<file path="config.mk">
export PLATFORM = sky130hd
export DESIGN_NAME = gpio_regbank
export DESIGN_NICKNAME = d
export VERILOG_FILES = /design/src/rtl/gpio_regbank_pkg.sv /design/src/rtl/gpio_pin_sync.sv /design/src/rtl/gpio_port_regs.sv /design/src/rtl/gpio_irq_fsm.sv /design/src/rtl/gpio_regbank.sv
export SDC_FILE = /design/constraint.sdc
export NUM_CORES = 1
export LEC_CHECK = 0
export BUFFER_PORTS_ARGS = -buffer_cell sky130_fd_sc_hd__buf_2
export CAP_MARGIN = 20
export CORE_ASPECT_RATIO = 1.5
export CORE_MARGIN = 4
export CORE_UTILIZATION = 35
export CTS_CLUSTER_SIZE = 10
export DETAILED_ROUTE_END_ITERATION = 12
export HOLD_SLACK_MARGIN = 0.12
export PLACE_DENSITY = 0.61
export SYNTH_ARGS = -nofsm -noshare
export SYNTH_HDL_FRONTEND = slang
export SYNTH_SLANG_ARGS = --single-unit
</file>
<file path="constraint.sdc">
create_clock -name clk -period 2.5 [get_ports clk]
set_clock_uncertainty 0.2 [all_clocks]
set_input_delay 0.25 -clock clk [delete_from_list [all_inputs] [get_ports clk]]
set_output_delay 0.25 -clock clk [all_outputs]
set_load 0.05 [all_outputs]
</file>
<file path="src/rtl/gpio_regbank_pkg.sv">
package gpio_regbank_pkg;
    localparam int unsigned ADDR_LEVEL = 0;
    localparam int unsigned ADDR_LATCH = 1;
    localparam int unsigned ADDR_DIR   = 3;

    typedef enum logic {
        IRQ_IDLE = 1'b0,
        IRQ_PEND = 1'b1
    } irq_state_t;
endpackage

</file>
<file path="src/rtl/gpio_pin_sync.sv">
module gpio_pin_sync #(
    parameter int unsigned WIDTH  = 8,
    parameter int unsigned STAGES = 2,
    parameter logic [WIDTH-1:0] RST_VAL = '1
) (
    input  logic             clk,
    input  logic             rst_n,
    input  logic [WIDTH-1:0] async_in,
    output logic [WIDTH-1:0] sync_out
);
    logic [WIDTH-1:0] stage_q [STAGES];

    for (genvar s = 0; s < STAGES; s++) begin : g_stage
        if (s == 0) begin : g_first
            always_ff @(posedge clk or negedge rst_n) begin
                if (!rst_n) stage_q[s] <= RST_VAL;
                else        stage_q[s] <= async_in;
            end
        end else begin : g_next
            always_ff @(posedge clk or negedge rst_n) begin
                if (!rst_n) stage_q[s] <= RST_VAL;
                else        stage_q[s] <= stage_q[s-1];
            end
        end
    end

    assign sync_out = stage_q[STAGES-1];
endmodule

</file>
<file path="src/rtl/gpio_port_regs.sv">
module gpio_port_regs
    import gpio_regbank_pkg::*;
#(
    parameter int unsigned WIDTH  = 8,
    parameter int unsigned ADDR_W = 2
) (
    input  logic              clk,
    input  logic              rst_n,
    input  logic              wr_en,
    input  logic              rd_en,
    input  logic [ADDR_W-1:0] addr,
    input  logic [WIDTH-1:0]  wr_data,
    input  logic [WIDTH-1:0]  pin_level,
    output logic [WIDTH-1:0]  rd_data,
    output logic [WIDTH-1:0]  out_latch,
    output logic [WIDTH-1:0]  dir_mask
);
    localparam logic [ADDR_W-1:0] A_LEVEL = ADDR_W'(ADDR_LEVEL);
    localparam logic [ADDR_W-1:0] A_LATCH = ADDR_W'(ADDR_LATCH);
    localparam logic [ADDR_W-1:0] A_DIR   = ADDR_W'(ADDR_DIR);

    logic [WIDTH-1:0] rd_next;

    always_ff @(posedge clk or negedge rst_n) begin
        if (!rst_n) begin
            out_latch <= '1;
            dir_mask  <= '1;
        end else if (wr_en) begin
            if (addr == A_LATCH) out_latch <= wr_data;
            if (addr == A_DIR)   dir_mask  <= wr_data;
        end
    end

    always_comb begin
        unique case (addr)
            A_LEVEL: rd_next = pin_level;
            A_LATCH: rd_next = out_latch;
            A_DIR:   rd_next = dir_mask;
            default: rd_next = '0;
        endcase
    end

    always_ff @(posedge clk or negedge rst_n) begin
        if (!rst_n)     rd_data <= '0;
        else if (rd_en) rd_data <= rd_next;
    end
endmodule

</file>
<file path="src/rtl/gpio_irq_fsm.sv">
module gpio_irq_fsm
    import gpio_regbank_pkg::*;
#(
    parameter int unsigned WIDTH = 8
) (
    input  logic             clk,
    input  logic             rst_n,
    input  logic [WIDTH-1:0] pin_level,
    input  logic [WIDTH-1:0] dir_mask,
    input  logic             level_read,
    output logic             irq_n
);
    irq_state_t       state_q, state_d;
    logic [WIDTH-1:0] snap_q;
    logic             changed;

    assign changed = |((pin_level ^ snap_q) & dir_mask);

    always_ff @(posedge clk or negedge rst_n) begin
        if (!rst_n)          snap_q <= '1;
        else if (level_read) snap_q <= pin_level;
    end

    always_comb begin
        state_d = state_q;
        unique case (state_q)
            IRQ_IDLE: if (!level_read && changed) state_d = IRQ_PEND;
            IRQ_PEND: if (level_read)             state_d = IRQ_IDLE;
            default:  state_d = IRQ_IDLE;
        endcase
    end

    always_ff @(posedge clk or negedge rst_n) begin
        if (!rst_n) state_q <= IRQ_IDLE;
        else        state_q <= state_d;
    end

    always_comb begin
        unique case (state_q)
            IRQ_PEND: irq_n = 1'b0;
            default:  irq_n = 1'b1;
        endcase
    end
endmodule

</file>
<file path="src/rtl/gpio_regbank.sv">
module gpio_regbank
    import gpio_regbank_pkg::*;
#(
    parameter int unsigned WIDTH       = 8,
    parameter int unsigned ADDR_W      = 2,
    parameter int unsigned SYNC_STAGES = 2
) (
    input  logic              clk,
    input  logic              rst_n,
    input  logic              wr_en,
    input  logic              rd_en,
    input  logic [ADDR_W-1:0] addr,
    input  logic [WIDTH-1:0]  wr_data,
    output logic [WIDTH-1:0]  rd_data,
    input  logic [WIDTH-1:0]  pin_in,
    output logic [WIDTH-1:0]  pin_oe,
    output logic [WIDTH-1:0]  pin_out,
    output logic              irq_n
);
    localparam logic [ADDR_W-1:0] A_LEVEL = ADDR_W'(ADDR_LEVEL);

    logic [WIDTH-1:0] pin_level;
    logic [WIDTH-1:0] out_latch;
    logic [WIDTH-1:0] dir_mask;
    logic             level_read;

    assign level_read = rd_en && (addr == A_LEVEL);

    gpio_pin_sync #(.WIDTH(WIDTH), .STAGES(SYNC_STAGES), .RST_VAL('1)) u_sync (
        .clk      (clk),
        .rst_n    (rst_n),
        .async_in (pin_in),
        .sync_out (pin_level)
    );

    gpio_port_regs #(.WIDTH(WIDTH), .ADDR_W(ADDR_W)) u_regs (
        .clk       (clk),
        .rst_n     (rst_n),
        .wr_en     (wr_en),
        .rd_en     (rd_en),
        .addr      (addr),
        .wr_data   (wr_data),
        .pin_level (pin_level),
        .rd_data   (rd_data),
        .out_latch (out_latch),
        .dir_mask  (dir_mask)
    );

    gpio_irq_fsm #(.WIDTH(WIDTH)) u_irq (
        .clk        (clk),
        .rst_n      (rst_n),
        .pin_level  (pin_level),
        .dir_mask   (dir_mask),
        .level_read (level_read),
        .irq_n      (irq_n)
    );

    for (genvar b = 0; b < WIDTH; b++) begin : g_pin
        assign pin_oe[b]  = ~dir_mask[b];
        assign pin_out[b] = out_latch[b];
    end
endmodule

</file>
### After elaboration in Yosys (flattened, before gate mapping)

Cells that the tools add are included.

| storage, ports and cells | value |
|---|---|
| flip-flop bits (word level) | 49 |
| bits of input ports | 22 |
| output and inout port bits | 25 |

| cells by class | value |
|---|---|
| equality and inequality tests | 2 |
| multiplexer cells | 5 |
| bitwise logic cells | 11 |
| reduce and logical (&&, ||, !) cells | 7 |

Operator list:

| kind | count |
|---|---|
| one-hot mux 8 bit (3 select lines) | 1 |
| inverter 1 bit | 9 |
| bitwise AND 8 bit | 1 |
| OR reduction 8 bit | 1 |
| bitwise XOR 8 bit | 1 |
| AND reduction 2 bit | 2 |
| 2-to-1 mux 1 bit | 3 |
| == test 2 x 1 -> 1 bit (second input constant) | 1 |
| == test 2 bit (second input constant) | 1 |
| logical AND 1 bit | 2 |
| zero test 2 bit | 1 |
| one-hot mux 1 bit (2 select lines) | 1 |
| zero test 1 bit | 1 |

### Logic depth before layout (Yosys ltp)

| depth | value |
|---|---|
| word-level depth | 6 |
| depth in mapped cells | 4 |
| depth with buffers taken out | 4 |

### Modules after synthesis

A second synthesis with hierarchy kept.

| unflattened totals | value |
|---|---|
| cells, all modules | 146 |
| area total of the unflattened synthesis | 2094.5 µm² |

By module, submodules not included:

| module | instances | cells each | area an instance (µm²) | seq. area each (µm²) |
|---|---|---|---|---|
| gpio_port_regs | 1 | 81 | 1122.3 | 620.6 |
| gpio_pin_sync | 1 | 24 | 480.5 | 420.4 |
| gpio_irq_fsm | 1 | 32 | 449.2 | 235.2 |
| gpio_regbank | 1 | 9 | 42.5 | 0.0 |

### Worst setup path before layout

Ideal clock, no wire load.

| timing | value |
|---|---|
| kind | reg2reg |
| from | register u_regs.dir_mask[3] |
| to | register u_irq.state_q |
| library setup time | 0.139 ns |
| arrival time | 1.270 ns |
| required time | 2.161 ns |
| setup slack | 0.891 ns |
| stages on the path, launching flop included | 5 |
| period minus slack after synthesis | 1.609 ns |
| path through | dfstp_2 -> inv_1 -> o22ai_1 -> a2111oi_0 -> a21oi_1 |

| on the way | value |
|---|---|
| cells in the longest elaborated chain, start to end | 5 |

RTL lines:

| what | line | text |
|---|---|---|
| from (decl) | gpio_port_regs.sv:16 | `output logic [WIDTH-1:0] dir_mask` |
| from (signal assigned) | gpio_port_regs.sv:30 | `if (addr == A_DIR) dir_mask <= wr_data;` |
| bitwise AND 8 bit | gpio_irq_fsm.sv:17 | `assign changed = \|((pin_level ^ snap_q) & dir_mask);` |
| OR reduction 8 bit | gpio_irq_fsm.sv:17 |  |
| logical AND 1 bit | gpio_irq_fsm.sv:27 | `IRQ_IDLE: if (!level_read && changed) state_d = IRQ_PEND;` |
| 2-to-1 mux 1 bit | gpio_irq_fsm.sv:27 |  |
| one-hot mux 1 bit (2 select lines) | gpio_irq_fsm.sv:26 | `unique case (state_q)` |
| named net u_irq.state_d | gpio_irq_fsm.sv:13 | `irq_state_t state_q, state_d;` |
| to (signal assigned) | gpio_irq_fsm.sv:35 | `else state_q <= state_d;` |
| to (decl) | gpio_irq_fsm.sv:13 |  |

The timed path passes the listed nets, and every way through them passes these cells.
A chain may end at the register's enable or synchronous reset.

### Worst setup path after layout

| timing | value |
|---|---|
| from | register u_sync.stage_q (netlist bit u_sync.sync_out[7]) |
| to | register u_irq.state_q |

| on the way | value |
|---|---|
| cells in the longest elaborated chain, start to end | 6 |

RTL lines:

| what | line | text |
|---|---|---|
| from (decl) | gpio_pin_sync.sv:11 | `logic [WIDTH-1:0] stage_q [STAGES];` |
| from (signal, indexed assignment) | gpio_pin_sync.sv:22 | `else stage_q[s] <= stage_q[s-1];` |
| bitwise XOR 8 bit | gpio_irq_fsm.sv:17 |  |
| bitwise AND 8 bit | gpio_irq_fsm.sv:17 |  |
| OR reduction 8 bit | gpio_irq_fsm.sv:17 |  |
| logical AND 1 bit | gpio_irq_fsm.sv:27 |  |
| 2-to-1 mux 1 bit | gpio_irq_fsm.sv:27 |  |
| one-hot mux 1 bit (2 select lines) | gpio_irq_fsm.sv:26 |  |
| named net u_irq.state_d | gpio_irq_fsm.sv:13 |  |

The timed path passes the listed nets, and every way through them passes these cells.

==> flow_summary.toml <==
[outcome]
status = "finished, final reports clean"

[cells_and_area]
fillers = 513
seq_area_um2 = 1280
final_common_cell = "buf_2"
multi_input_area_um2 = 684
drive_gt1_share_pct = 64.2
syn_to_final_growth_pct = 30.2
diodes = 0
finish.instance_area_um2 = 2650
layout_common_cells = "46 x buf_2, 40 x dfstp_2, 24 x mux2_2, 18 x dlygate4sd3_1"
nets = 225

[critical_path]
path_class = "reg2reg"
cp-start-kind = "flop"
arrival_ns = 1.65
r2r-start = "u_sync.sync_out[7]$_DFF_PN1_"
worst-path-max-fanout = 3
reg2regPathDepth = 4
end_kind = "flop"
critPathRequiredTime_ns = 2.47
reg2reg_to = "u_irq.state_q$_DFF_PN0_"
reg2reg_setup_slack_ns = 0.82
startpoint = "u_sync.sync_out[7]$_DFF_PN1_"

[die]
fp.dieW_um = 70.3
io-pin-count = 47
num_rows = 33
core_area_um2 = 5570
die_height_um = 101
initial_core_util_pct = 36.5
die_area_um2 = 7130

[drt]
drtIter0Drc = 93
post_drt_via_cell_ratio = 4.57
ant_nets = 0
post-route-drc-count = 0
dr.pass1.iters = 4
routed_wl_um = 4140
via_count = 1253
routedWlPerCell_um = 15.1

[logic_synthesis]
syn_area_per_cell_um2 = 15.0
ys_seq_area_share_pct = 62.7
ys_types = 22
syn_nets = 158
syn_area_um2 = 2040
synth-seq-cells = 49
ys_warn_count = 0
syn_inst = 136

[sta]
hold_viol = 0
worstMarginPinSlew_ns = 0.813
fin_crit_sh_pct = 67.3
drv_slew = 0
setup_tns_ns = 0
max_slew_margin_pct = 45.8
max_freq_mhz = 594
rsz0062_at_grt = "no"
fin_crit_ns = 1.68
setup_violations = 0

[clock_network]
post_cts_buffers = 0
cts_htree_levels = 2
worstSkewPairLatency_ns = 0.30
numCtsBuffers = 5
cts_resized = 0
holdBufCountCts = 18
cts_sinks = 49
cts_tree = "built"
cts.clk_slew.worst_paths_ns = 0.09
clk_path_buf_depth = 2
cts_root_buf = "clkbuf_8"

[power]
vdd_drop_max_mv = 0.345
p_per_area_nw_per_um2 = 874
power_leakage_nw = 1.17

[global_routing]
grt_util_all_layers_pct = 12.4
grt_pass1_vias = 1324
antenna_found_initial = 0
grt_overflow_total = 0
grt_max_degree = 37
grt_pass1_wl_um = 6770

[placed_design]
place_area_um2 = 2330
place_hpwl_um = 3060
place_congestion = 0.743
port-buffer-count = 46

[hold_path]
holdPathStages = 0
hold_class = "reg2reg"
min_to = "u_sync.sync_out[2]$_DFF_PN1_"
hold_start = "u_sync.stage_q[10]$_DFF_PN1_"

[run]
max_cap_viol_count = 0
registers in the layout (all words and copies together), names as in the netlist:
name and cells:
u_sync.stage_q 8, u_irq.snap_q 8, u_irq.state_q 1, u_regs.dir_mask 8
u_regs.rd_data 8, u_sync.sync_out 8, u_regs.out_latch 8
metrics by stage:
stage | total power [W] | setup WS [ns] | instances | hold slack (ns) | util, %
finish | 0.00232 | 0.818 | 274 | 0.155 | 47.5
global route | 0.00243 | 0.618 | 274 | 0.154 | 47.5
CTS | 0.00235 | 0.802 | 274 | 0.160 | 47.5
global placement | 0.00165 | 0.802 | 248 | 0.146 | 41.8
detailed placement | 0.00165 | 0.814 | 248 | 0.147 | 41.8
floorplan | 0.00149 | 0.891 | 136 | -0.246 | -
layout make-up:
| class | instances | share of cell area, % |
|---|---|---|
| clock buffer | 5 | 2.60 |
| clock inverter | 3 | 2.60 |
| inverter | 9 | 1.27 |
| multi-input combinational | 73 | 25.8 |
| sequential | 49 | 48.2 |
| tap | 70 | 3.31 |
| timing repair buffer | 65 | 16.2 |
Yosys cell counts (all sizes together):
| cell type | number | area (µm²) |
|---|---|---|
| a22oi | 8 | 60.1 |
| nor2 | 9 | 41.3 |
| nand3 | 1 | 17.5 |
| dfstp | 40 | 1050 |
| xor2 | 4 | 35.0 |
| dfrtp | 9 | 225 |
| clkbuf | 3 | 22.5 |
| a21oi | 9 | 45.0 |
| a2111oi | 1 | 8.76 |
| inv | 9 | 33.8 |
| and2 | 1 | 8.76 |
| buf | 2 | 18.8 |
| a222oi | 1 | 10.0 |
| nand3b | 1 | 20.0 |
| xnor2 | 4 | 35.0 |
| o22ai | 2 | 12.5 |
| mux2 | 32 | 390 |
where the power goes:
group	internal [W]	total, W	leakage, nW	switching, W
Combinational	0.000219	0.000608	0.577	0.000389
Sequential	0.000965	0.00104	0.524	0.0000785
Clock	0.000402	0.000665	0.0687	0.000263
Total	0.00159	0.00232	1.17	0.000730
how the worst max path moves through the flow:
stage / endpoint / cells after the start
global placement: u_irq.state_q$_DFF_PN0_ / 4
finish: u_irq.state_q$_DFF_PN0_ / 4
global route: u_irq.state_q$_DFF_PN0_ / 4
detailed placement: u_irq.state_q$_DFF_PN0_ / 4
floorplan: u_irq.state_q$_DFF_PN0_ / 4
CTS: u_irq.state_q$_DFF_PN0_ / 4
kinds of logic after synthesis:
logic type | synth area share (%)
simple gates | 4.30
flops | 62.7
buf+inv | 3.69
compound gates | 6.70
mux | 19.2
xor+xnor | 3.44
routing by layer:
| metal | GRT usage [%] | up-vias | part of all wire [%] |
|---|---|---|---|
| li1 | - | 605 | - |
| met1 | 14.5 | 602 | 40 |
| met2 | 21.8 | 38 | 53 |
| met3 | 3.08 | 8 | 5.3 |
| met4 | 4.42 | 0 | 1.7 |
| met5 | 0 | - | 0 |
worst max-delay path, stage by stage (launching register included):
cell and delay, ns:
dfstp_2 0.57, xnor2_1 0.13, o22ai_1 0.10, a2111oi_0 0.43, a21oi_1 0.11
Power figures use the tool's default switching activity.
